===== config.mk =====
export PLATFORM = sky130hd
export DESIGN_NAME = strap_latch_ctrl
export DESIGN_NICKNAME = d
export VERILOG_FILES = /design/src/rtl/strap_latch_pkg.sv /design/src/rtl/strap_sync.sv /design/src/rtl/strap_sequencer.sv /design/src/rtl/strap_gate.sv /design/src/rtl/strap_latch_ctrl.sv
export SDC_FILE = /design/constraint.sdc
export NUM_CORES = 1
export LEC_CHECK = 0
export ABC_AREA = 1
export BUFFER_PORTS_ARGS = -buffer_cell sky130_fd_sc_hd__buf_4
export CAP_MARGIN = 30
export CELL_PAD_IN_SITES_DETAIL_PLACEMENT = 2
export CELL_PAD_IN_SITES_GLOBAL_PLACEMENT = 2
export CORE_MARGIN = 2
export CORE_UTILIZATION = 26
export CTS_CLUSTER_SIZE = 24
export DETAILED_ROUTE_END_ITERATION = 7
export HOLD_SLACK_MARGIN = 0.1
export PLACE_DENSITY = 0.79
export SYNTH_ARGS = -nofsm -noshare
export SYNTH_HDL_FRONTEND = slang
export SYNTH_SLANG_ARGS = --single-unit
export TNS_END_PERCENT = 30

===== constraint.sdc =====
create_clock -name clk -period 1.3 [get_ports clk]
set_clock_uncertainty 0.1 [all_clocks]
set_input_delay 0.065 -clock clk [delete_from_list [all_inputs] [get_ports clk]]
set_output_delay 0.065 -clock clk [all_outputs]
set_load 0.005 [all_outputs]

===== src/rtl/strap_latch_pkg.sv =====
package strap_latch_pkg;

    localparam int unsigned DEF_REF_PINS  = 2;
    localparam int unsigned DEF_BUS_PINS  = 3;
    localparam int unsigned DEF_SETTLE    = 16;
    localparam int unsigned DEF_SYNC_LEN  = 2;

    typedef enum logic [1:0] {
        PH_SAMPLE = 2'd0,
        PH_ARM    = 2'd1,
        PH_DRIVE  = 2'd2
    } phase_t;

    typedef struct packed {
        logic capture;
        logic drive;
    } seq_ctl_t;

    function automatic logic gate_bit(input logic drive, input logic en, input logic clk_in);
        return drive & en & clk_in;
    endfunction

endpackage


===== src/rtl/strap_sync.sv =====
module strap_sync #(
    parameter int unsigned WIDTH  = 5,
    parameter int unsigned STAGES = 2,
    parameter logic        RST_LV = 1'b1
) (
    input  logic             clk,
    input  logic             rst,
    input  logic [WIDTH-1:0] async_i,
    output logic [WIDTH-1:0] sync_o
);

    logic [WIDTH-1:0] stage_q [STAGES];

    always_ff @(posedge clk) begin
        if (rst) stage_q[0] <= {WIDTH{RST_LV}};
        else     stage_q[0] <= async_i;
    end

    for (genvar s = 1; s < STAGES; s++) begin : g_stage
        always_ff @(posedge clk) begin
            if (rst) stage_q[s] <= {WIDTH{RST_LV}};
            else     stage_q[s] <= stage_q[s-1];
        end
    end

    assign sync_o = stage_q[STAGES-1];

endmodule


===== src/rtl/strap_sequencer.sv =====
module strap_sequencer
    import strap_latch_pkg::*;
#(
    parameter int unsigned SETTLE_CYCLES = 16
) (
    input  logic     clk,
    input  logic     rst,
    output seq_ctl_t ctl_o,
    output phase_t   phase_o
);

    localparam int unsigned CNT_W = $clog2(SETTLE_CYCLES + 1);
    localparam logic [CNT_W-1:0] LAST = CNT_W'(SETTLE_CYCLES - 1);

    phase_t           phase_q;
    logic [CNT_W-1:0] cnt_q;
    logic             at_last;

    assign at_last = (cnt_q == LAST);

    always_ff @(posedge clk) begin
        if (rst) begin
            phase_q <= PH_SAMPLE;
            cnt_q   <= '0;
        end else begin
            unique case (phase_q)
                PH_SAMPLE: begin
                    if (at_last) phase_q <= PH_ARM;
                    else         cnt_q   <= cnt_q + 1'b1;
                end
                PH_ARM:   phase_q <= PH_DRIVE;
                default:  phase_q <= PH_DRIVE;
            endcase
        end
    end

    assign ctl_o.capture = (phase_q == PH_SAMPLE) && at_last;
    assign ctl_o.drive   = (phase_q == PH_DRIVE);
    assign phase_o       = phase_q;

endmodule


===== src/rtl/strap_gate.sv =====
module strap_gate
    import strap_latch_pkg::*;
(
    input  logic drive_i,
    input  logic en_i,
    input  logic clk_src_i,
    output logic oe_o,
    output logic do_o
);

    assign oe_o = drive_i;
    assign do_o = gate_bit(drive_i, en_i, clk_src_i);

endmodule


===== src/rtl/strap_latch_ctrl.sv =====
module strap_latch_ctrl
    import strap_latch_pkg::*;
#(
    parameter int unsigned REF_PINS      = DEF_REF_PINS,
    parameter int unsigned BUS_PINS      = DEF_BUS_PINS,
    parameter int unsigned SETTLE_CYCLES = DEF_SETTLE,
    parameter int unsigned SYNC_LEN      = DEF_SYNC_LEN,
    localparam int unsigned NUM_PINS     = REF_PINS + BUS_PINS
) (
    input  logic                clk,
    input  logic                rst,
    input  logic [NUM_PINS-1:0] strap_pin_i,
    input  logic [NUM_PINS-1:0] clk_src_i,
    output logic [NUM_PINS-1:0] pad_oe_o,
    output logic [NUM_PINS-1:0] pad_do_o
);

    logic [NUM_PINS-1:0] strap_sync;
    logic [NUM_PINS-1:0] strap_q;
    seq_ctl_t            seq_ctl;
    phase_t              seq_phase;

    strap_sync #(
        .WIDTH  (NUM_PINS),
        .STAGES (SYNC_LEN),
        .RST_LV (1'b1)
    ) u_sync (
        .clk     (clk),
        .rst     (rst),
        .async_i (strap_pin_i),
        .sync_o  (strap_sync)
    );

    strap_sequencer #(
        .SETTLE_CYCLES (SETTLE_CYCLES)
    ) u_seq (
        .clk     (clk),
        .rst     (rst),
        .ctl_o   (seq_ctl),
        .phase_o (seq_phase)
    );

    always_ff @(posedge clk) begin
        if (rst)                  strap_q <= '1;
        else if (seq_ctl.capture) strap_q <= strap_sync;
    end

    for (genvar p = 0; p < NUM_PINS; p++) begin : g_pin
        strap_gate u_gate (
            .drive_i   (seq_ctl.drive),
            .en_i      (strap_q[p]),
            .clk_src_i (clk_src_i[p]),
            .oe_o      (pad_oe_o[p]),
            .do_o      (pad_do_o[p])
        );
    end

endmodule


======== Yosys cells after proc, flatten, opt, wreduce, memory -nomap -nowiden ========
Memory sizes are Yosys's and may differ from the RTL's. A register that Yosys moved wholly into a read port is not among the register bits.
Index checks and enable logic that the tools add are counted.
word-level totals
  word-level logic and storage cells ...... 33
  input bits .............................. 12
  memory bits (writable) .................. 10
  memories ................................ 1
  output and inout bits ................... 10
  register bits after elaboration ......... 7
memories
  memory          words  width  rd ports  clocked after memory_dff  write ports  line              source
  u_sync.stage_q  2      5      2         1                         2            strap_sync.sv:12  logic [WIDTH-1:0] stage_q [STAGES];
cells by class
  bitwise gates (word level) .............. 14
  add/subtract/negate cells ............... 1
  eq/ne operators ......................... 3
  multiplexer cells ....................... 7
  reductions and logical operators ........ 4
operators with widths
  cell                   count
  $and A1 B1 Y1          10
  $mux W5                2
  $add A5 B1 Y5 const B  1
  $eq A5 B4 Y1 const B   1
  $mux W2                2
  $mux W1                3
  $eq A2 B2 Y1 const B   1
  $logic_not A2 Y1       1
  $ne A2 B1 Y1 const B   1
  $not A1 Y1             2
  $or A1 B1 Y1           2
  $reduce_and A2 Y1      1
  $reduce_or A2 Y1       1
  $logic_and A1 B1 Y1    1

======== Longest topological paths before layout ========
Gate-level depths: netlist (run 1).
  depth after elaboration ................. 3
  depth in mapped cells ................... 7
  mapped depth without buffers ............ 7

======== By module ========
A second synthesis (run 1) with hierarchy kept.
second synthesis, totals
  cells, all modules ...................... 117
  area, all modules ....................... 900.9 um^2
by module, submodules not included
  module            sequential area each (um^2)  times used  area an instance (um^2)  cells an instance
  strap_sequencer   140.1                        1           345.3                    44
  strap_sync        200.2                        1           279.0                    31
  strap_latch_ctrl  100.1                        1           170.2                    22
  strap_gate        0.0                          5           21.3                     4

======== Worst setup path before layout (run 1) ========
OpenSTA, ideal clock, no wires.
  path type ............................... register -> register
  start point ............................. register u_seq.cnt_q[0]
  end point ............................... register u_seq.cnt_q[4]
  path buffers ............................ 0
  clock period less this slack ............ 1.416 ns
  library setup time ...................... 0.118 ns
  stages on the path, launching flop included .. 8
  required time ........................... 1.082 ns
  slack ................................... -0.116 ns
  data arrival time ....................... 1.198 ns
  cells stage by stage .................... dfxtp_1 > ha_1 > and3_1 > ha_1 > inv_1 > nand2_2 > o21ai_1 > a21oi_1
between the ends
  word-level cells in the longest chain between the ends .. 3
  elaborated cells between the ends (all ways) .. 4
  classes of those cells .................. 1 x add/sub; 1 x eq/ne; 1 x bitwise; 1 x reduce/logical
ends and longest elaborated chain
  element                                                                line                   source
  from (decl)                                                            strap_sequencer.sv:16  logic [CNT_W-1:0] cnt_q;
  from (signal assigned)                                                 strap_sequencer.sv:29  else cnt_q <= cnt_q + 1'b1;
  parallel branches: the longest is 3 deep, another holds $add A5 B1 Y5  n/a
Parallel ways; which one is timed is not known.
A chain may end at the register's enable or synchronous reset.

======== Worst setup path after layout (run 1) ========
  start point ............................. register u_seq.cnt_q[1]
  end point ............................... register u_seq.cnt_q[0]
between the ends
  word-level cells in the longest chain between the ends .. 3
ends and longest elaborated chain
  element                      line                   source
  $eq A5 B4 Y1                 strap_sequencer.sv:19  assign at_last = (cnt_q == LAST);
  $not A1 Y1 (no line)         n/a
  $reduce_and A2 Y1 (no line)  n/a
Every way passes these cells.

==> metrics, run 1 <==
Final Max Tran Viols=0; critical path startpoint=u_seq.cnt_q[1]$_SDFFE_PP0P_; Port Buffers=21; Routed wire per std cell=13.2 um; gr usage total=13.7%; post-synth top area share=49.9%; crit path cell chain=ha_4 > and3_4 > ha_4 > inv_4 > nand2_8 > o21ai_2 > a21oi_2; buffers and inverters on the worst path=1; number of synthesized flops with an enable pin=0; Hold Path Class=reg -> reg; hold_ws=0.323 ns; Ant. Diodes=0; setup repair after global routing missed its margin=yes; largest net degree at the start of global routing=15; synthesized area per cell=8.32 um^2; status=complete, but fails checks; total setup buffers inserted after CTS=0; hold path start=u_sync.stage_q[0][1]$_SDFF_PP1_; Mapped Cells=106; Setup CP Type=reg -> reg; critical path required time=1.42 ns; Worst setup SP type=flip-flop; H-tree levels=1; final setup fails=10; vias in the first global route=815; WP data arrival=1.52 ns; Crit. End Element=flip-flop; dpl ws=-0.155 ns; violated checks=negative setup slack; most instantiated library cell after synthesis=dfxtp_1; register area share after synthesis=49.9%; Worst-path clk slew=0.13 ns; boundary pin count=22; min cycle time layout=1.40 ns; #FFs+latches synth=22; YS warnings=0; P&R area growth vs syn=46.2%; Post-Syn Area=882 um^2; detailed placer's ending HPWL=1620 um; synth unique cells=17; total wire length=2350 um; synth cell count leaders=dfxtp_1 (22), nand2_1 (20), nor2_1 (11), buf_4 (10), or2_2 (10); total CTS buffers=3; Rows=21; Overflow after GRT=0; Worst path slowest cell=dfxtp_2; initial DRC count=10; Max stage delay on crit path=0.36 ns; Initial Utilization=26.9%; drc violations=0; PwrDens=947 nW/um^2; placed cell area=1100 um^2; share of cells above drive strength 1=53.4%; TritonCTS clock tree=yes; Async SR Flop Fraction=0%; worst vdd ir=0.374 mV; DRT Pass-1 Iters=3; total die area=3870 um^2; Worst-Skew Late Latency=0.32 ns; Setup WS post-layout=-0.101 ns; post-route insts no fill=177; total number of vias=753; CP max FO=6; Die Y=62.2 um; Final GP Congestion=0.650; Max Cap Viol=0; leakage power total=0.586 nW; fin crit share=108%; Layout Nets=147; TritonCTS Sinks=22; placed cells=167; fmax=714 MHz; first-pass GRT wire length=4010 um; post-route cell area=1290 um^2; maximum clock path buffer count=2; Main synth FF type=dfxtp_1; clk root buf=clkbuf_4; final hold violation count=0; Synth Net Count=121; Reg2Reg Launch Point=u_seq.cnt_q[1]$_SDFFE_PP0P_; Synth area leader=dfxtp_1; initial antenna violation count=0; CP delay by family, top=flip-flops; largest cells by area after synthesis=dfxtp_1 (50%), buf_4 (8.5%), nand2_1 (8.5%); Slew HR=73.5%; cell mode on critical path=ha_4; Worst-Margin Slew=0.397 ns; post-route ant nets=0; chip width=62.2 um; core area=3280 um^2; vias per inst=4.25
==> sequential cells by signal, indices dropped and copies added (netlist names) <==
name            cells
strap_q             5
u_seq.cnt_q         5
u_seq.phase_o       2
u_sync.stage_q     10
==> per-layer routing <==
layer | up-vias | share of wire [%] | track usage, %
met1 | 356 | 38 | 14.4
li1 | 370 | - | -
met5 | - | 0 | 0
met4 | 0 | 2.8 | 6.11
met2 | 20 | 55 | 26.0
met3 | 7 | 3.8 | 2.72
==> final timing paths <==
path	end	slack, ns	depth (start not counted)
max	u_seq.cnt_q[0]$_SDFFE_PP0P_	-0.10	7
min	u_sync.stage_q[1][1]$_SDFF_PP1_	0.32	1
min reg2reg	u_sync.stage_q[1][1]$_SDFF_PP1_	0.32	1
max reg2reg	u_seq.cnt_q[0]$_SDFFE_PP0P_	-0.10	7
==> through the flow <==
stage                     power, mW  setup TNS (ns)  util [%]
after floorplan               0.761          -0.177         -
after global placement        0.803          -0.517      33.4
after detailed placement      0.814           -1.22      33.4
after CTS                      1.23          -0.989      38.6
after global routing           1.29           -1.71      39.3
final                          1.22          -0.698      39.3
==> cells by family (layout without fill, tap and decap cells) <==
logic type / Yosys count / in the layout / share of synthesized area (%)
flops: 22 / 22 / 49.9
buf+inv: 20 / 45 / 13.0
compound gates: 7 / 7 / 3.97
simple gates: 53 / 53 / 27.8
fa+ha+maj: 3 / 3 / 4.26
xor+xnor: 1 / 1 / 0.993
==> power breakdown <==
group          leakage (nW)  total, mW  internal, mW  switching [mW]
logic                 0.384      0.117        0.0689          0.0481
clock network        0.0210      0.393         0.172           0.222
registers             0.182      0.711         0.698          0.0129
total                 0.586       1.22         0.939           0.283
==> layout make-up <==
type                    instances  area (um^2)
repair buffers                 32          255
clock buffers                   4         36.3
multi-input cells              64          455
well taps                      46         57.6
flip-flops and latches         22          444
fillers                       368         1990
inverters                       9         41.3
==> timing repair <==
action	4_1_cts	5_1_grt
endpoints found under the hold margin	13	0
pin swaps	7	0
hold buffers	6	0
setup endpoints to repair	21	21
resized for setup	18	7
==> cells in the final DEF, fill, tap and decap left out <==
cell            n
dfxtp_1        19
nand3_1         3
xor2_1          1
nand2_4         2
inv_1           6
dlygate4sd3_1   6
clkbuf_8        1
nand2_8         1
clkbuf_4        3
nor3_2          1
nand2_2         4
and3_4          1
nor2_1         10
or2_2          10
nand3_2         3
nand2_1        15
nor2_4          1
dfxtp_2         3
clkinv_4        1
nor2_2          2
inv_2           1
a21oi_1         1
inv_4           1
a21oi_2         3
buf_4          26
o21ai_2         3
ha_4            3
Power figures use the tool's default switching activity.
==> run 2, diff against run 1 <==
--- a/config.mk
+++ b/config.mk
@@ -6,11 +6,10 @@
 export NUM_CORES = 1
 export LEC_CHECK = 0
 export ABC_AREA = 1
-export BUFFER_PORTS_ARGS = -buffer_cell sky130_fd_sc_hd__buf_4
+export BUFFER_PORTS_ARGS = -buffer_cell sky130_fd_sc_hd__buf_2
 export CAP_MARGIN = 30
 export CELL_PAD_IN_SITES_DETAIL_PLACEMENT = 2
 export CELL_PAD_IN_SITES_GLOBAL_PLACEMENT = 2
-export CORE_MARGIN = 2
 export CORE_UTILIZATION = 26
 export CTS_CLUSTER_SIZE = 24
 export DETAILED_ROUTE_END_ITERATION = 7
==> constraint.sdc (replaced) <==
create_clock -name clk -period 1.3 [get_ports clk]
set_clock_uncertainty 0.1 [all_clocks]
set_input_delay 0.065 -clock clk [delete_from_list [all_inputs] [get_ports clk]]
set_output_delay 0.065 -clock clk [all_outputs]
set_load 0.01 [all_outputs]
==> run 2 against run 1 <==
Against the previous run: the flow still finishes with violations (negative setup slack); combinational power down 12%; power rose by 10%; worst hold slack barely moved; critical endpoint is now u_seq.cnt_q[4]$_SDFFE_PP0P_; largest power group unchanged.
==> metrics, run 2 (same netlist as run 1, synthesis figures left out) <==
status=complete, but fails checks; violated checks=negative setup slack; Routed wire per std cell=12.0 um (-9.3%); Overflow after GRT=0 (unchanged); total number of vias=753 (unchanged); boundary pin count=22 (unchanged); CP max FO=6 (unchanged); gr usage total=13.4% (-0.26 points); core area=3130 um^2 (-4.8%); Worst setup SP type=flip-flop; FF-to-FF path depth=7 (unchanged); critical path required time=1.41 ns (about the same); most frequent cells in the layout=buf_2 (20), dfxtp_1 (19), nand2_1 (17), or2_2 (10); post-route ant nets=0 (unchanged); share of cells above drive strength 1=51.9% (-1.6 points); WP data arrival=1.51 ns (about the same); Layout Nets=149 (+1.4%); TritonCTS clock tree=yes; H-tree levels=1 (unchanged); Slew HR=74.2% (+0.69 points); detailed placer's ending HPWL=1510 um (-6.8%); Ant. Diodes=0 (unchanged); Initial Utilization=28.2% (+1.3 points); hold_ws=0.324 ns (+0.000311 ns); Hold Path Class=reg -> reg; Max Cap Viol=0 (unchanged); initial antenna violation count=0 (unchanged); DRT Pass-1 Iters=3 (unchanged); leakage power total=0.588 nW (+0.28%); cell mode on critical path=ha_4; Worst path slowest cell=dfxtp_2; total die area=3630 um^2 (-6.3%); commonest non-fill, non-tap cell in the layout=buf_2; Setup CP Type=reg -> reg; max reg flops=10 (unchanged); final hold violation count=0 (unchanged); Final GP Congestion=0.732 (+13%); maximum clock path buffer count=2 (unchanged); PwrDens=1080 nW/um^2 (+14%); Most flops, register=u_sync.stage_q; Setup WS post-layout=-0.0986 ns (+0.00243 ns); total CTS buffers=3 (unchanged); setup repair after global routing missed its margin=yes; vias per inst=4.25 (unchanged); initial DRC count=3 (-7); TritonCTS Sinks=22 (unchanged); Die Y=60.2 um (-3.2%); Crit. End Element=flip-flop; total wire length=2130 um (-9.3%); vias in the first global route=810 (-0.61%); min cycle time layout=1.40 ns (-0.00243 ns); final setup fails=11 (+1); chip width=60.2 um (-3.2%); largest net degree at the start of global routing=15 (unchanged); Filler Cell Count=366 (-0.54%); Hold Path Depth=1 (unchanged); Tot Pwr=1.35 mW (+10%); clk root buf=clkbuf_4; P&R area growth vs syn=41.1%; Worst-Margin Slew=0.386 ns (-0.0103 ns); fin crit share=108% (-0.19 points); first-pass GRT wire length=3470 um (-13%); Final Max Tran Viols=0 (unchanged); Worst-path clk slew=0.13 ns (about the same); biggest regs=u_sync.stage_q: 10 flops, strap_q: 5 flops, u_seq.cnt_q: 5 flops; drc violations=0 (unchanged); Port Buffers=21 (unchanged); Worst-Skew Late Latency=0.32 ns (about the same); Max stage delay on crit path=0.36 ns (about the same); Rows=20 (-4.8%); fmax=715 MHz (+0.17%); worst vdd ir=0.371 mV (-0.99%); crit path cell chain=ha_4 > and3_4 > ha_4 > inv_4 > nand2_4 > o21ai_2 > a21oi_1
-- run 2: area by class of cell --
cell class	instances	area [um^2]	area share [%]
clock inverter	1	30.0	2.41
sequential	22	444	35.7
inverter	9	41.3	3.32
timing repair buffer	34	220	17.7
clock buffer	3	22.5	1.81
tap	44	55.1	4.42
multi-input combinational	64	432	34.7
-- run 2: worst paths after layout --
path / to / start / slack, ns
worst min-delay path: u_sync.stage_q[1][3]$_SDFF_PP1_ / u_sync.stage_q[0][3]$_SDFF_PP1_ / 0.32
worst max register to register: u_seq.cnt_q[4]$_SDFFE_PP0P_ / u_seq.cnt_q[1]$_SDFFE_PP0P_ / -0.1
worst min register to register: u_sync.stage_q[1][3]$_SDFF_PP1_ / u_sync.stage_q[0][3]$_SDFF_PP1_ / 0.32
worst max-delay path: u_seq.cnt_q[4]$_SDFFE_PP0P_ / u_seq.cnt_q[1]$_SDFFE_PP0P_ / -0.1
-- run 2: what timing repair did --
action	CTS	global route
endpoints found under the hold margin	13	0
pin swaps	6	1
buffers inserted	1	1
gates resized for setup	15	7
gates cloned	0	0
endpoints found under the setup margin	21	21
hold buffers	6	0
-- run 2: routing by layer --
layer | GRT usage (%) | vias to the layer above | routed length, um
met5 | 0 | - | 0
met4 | 6.98 | 0 | 46
met3 | 2.16 | 4 | 102
met2 | 24.6 | 21 | 1070
met1 | 14.5 | 356 | 906
li1 | - | 372 | -
-- run 2: where the power goes --
| part | switching, mW | total [mW] | internal [mW] |
|---|---|---|---|
| clock network | 0.223 | 0.535 | 0.312 |
| registers | 0.0118 | 0.710 | 0.698 |
| logic | 0.0419 | 0.103 | 0.0609 |
| total | 0.277 | 1.35 | 1.07 |
-- run 2: critical path: cells and delay by family, from the launching register on --
family                   cells  cell delay (ns)
adder cells (fa/ha/maj)      2             0.32
flip-flops                   1             0.36
AO/OA/AOI/OAI                2             0.19
AND/OR/NAND/NOR              2             0.26
buffers and inverters        1             0.06
-- run 2: per-stage QoR --
stage          setup slack (ns)  TNS [ns]  cells  util [%]  area [um^2]
2_1_floorplan           -0.0370    -0.177    106         -          926
3_3_place_gp            -0.0708    -0.511    165      33.4         1040
3_5_place_dp             -0.131     -1.05    165      33.4         1040
4_1_cts                  -0.106     -1.15    176      39.1         1220
5_1_grt                  -0.160     -1.88    177      39.8         1240
6_report                -0.0986    -0.874    177      39.8         1240
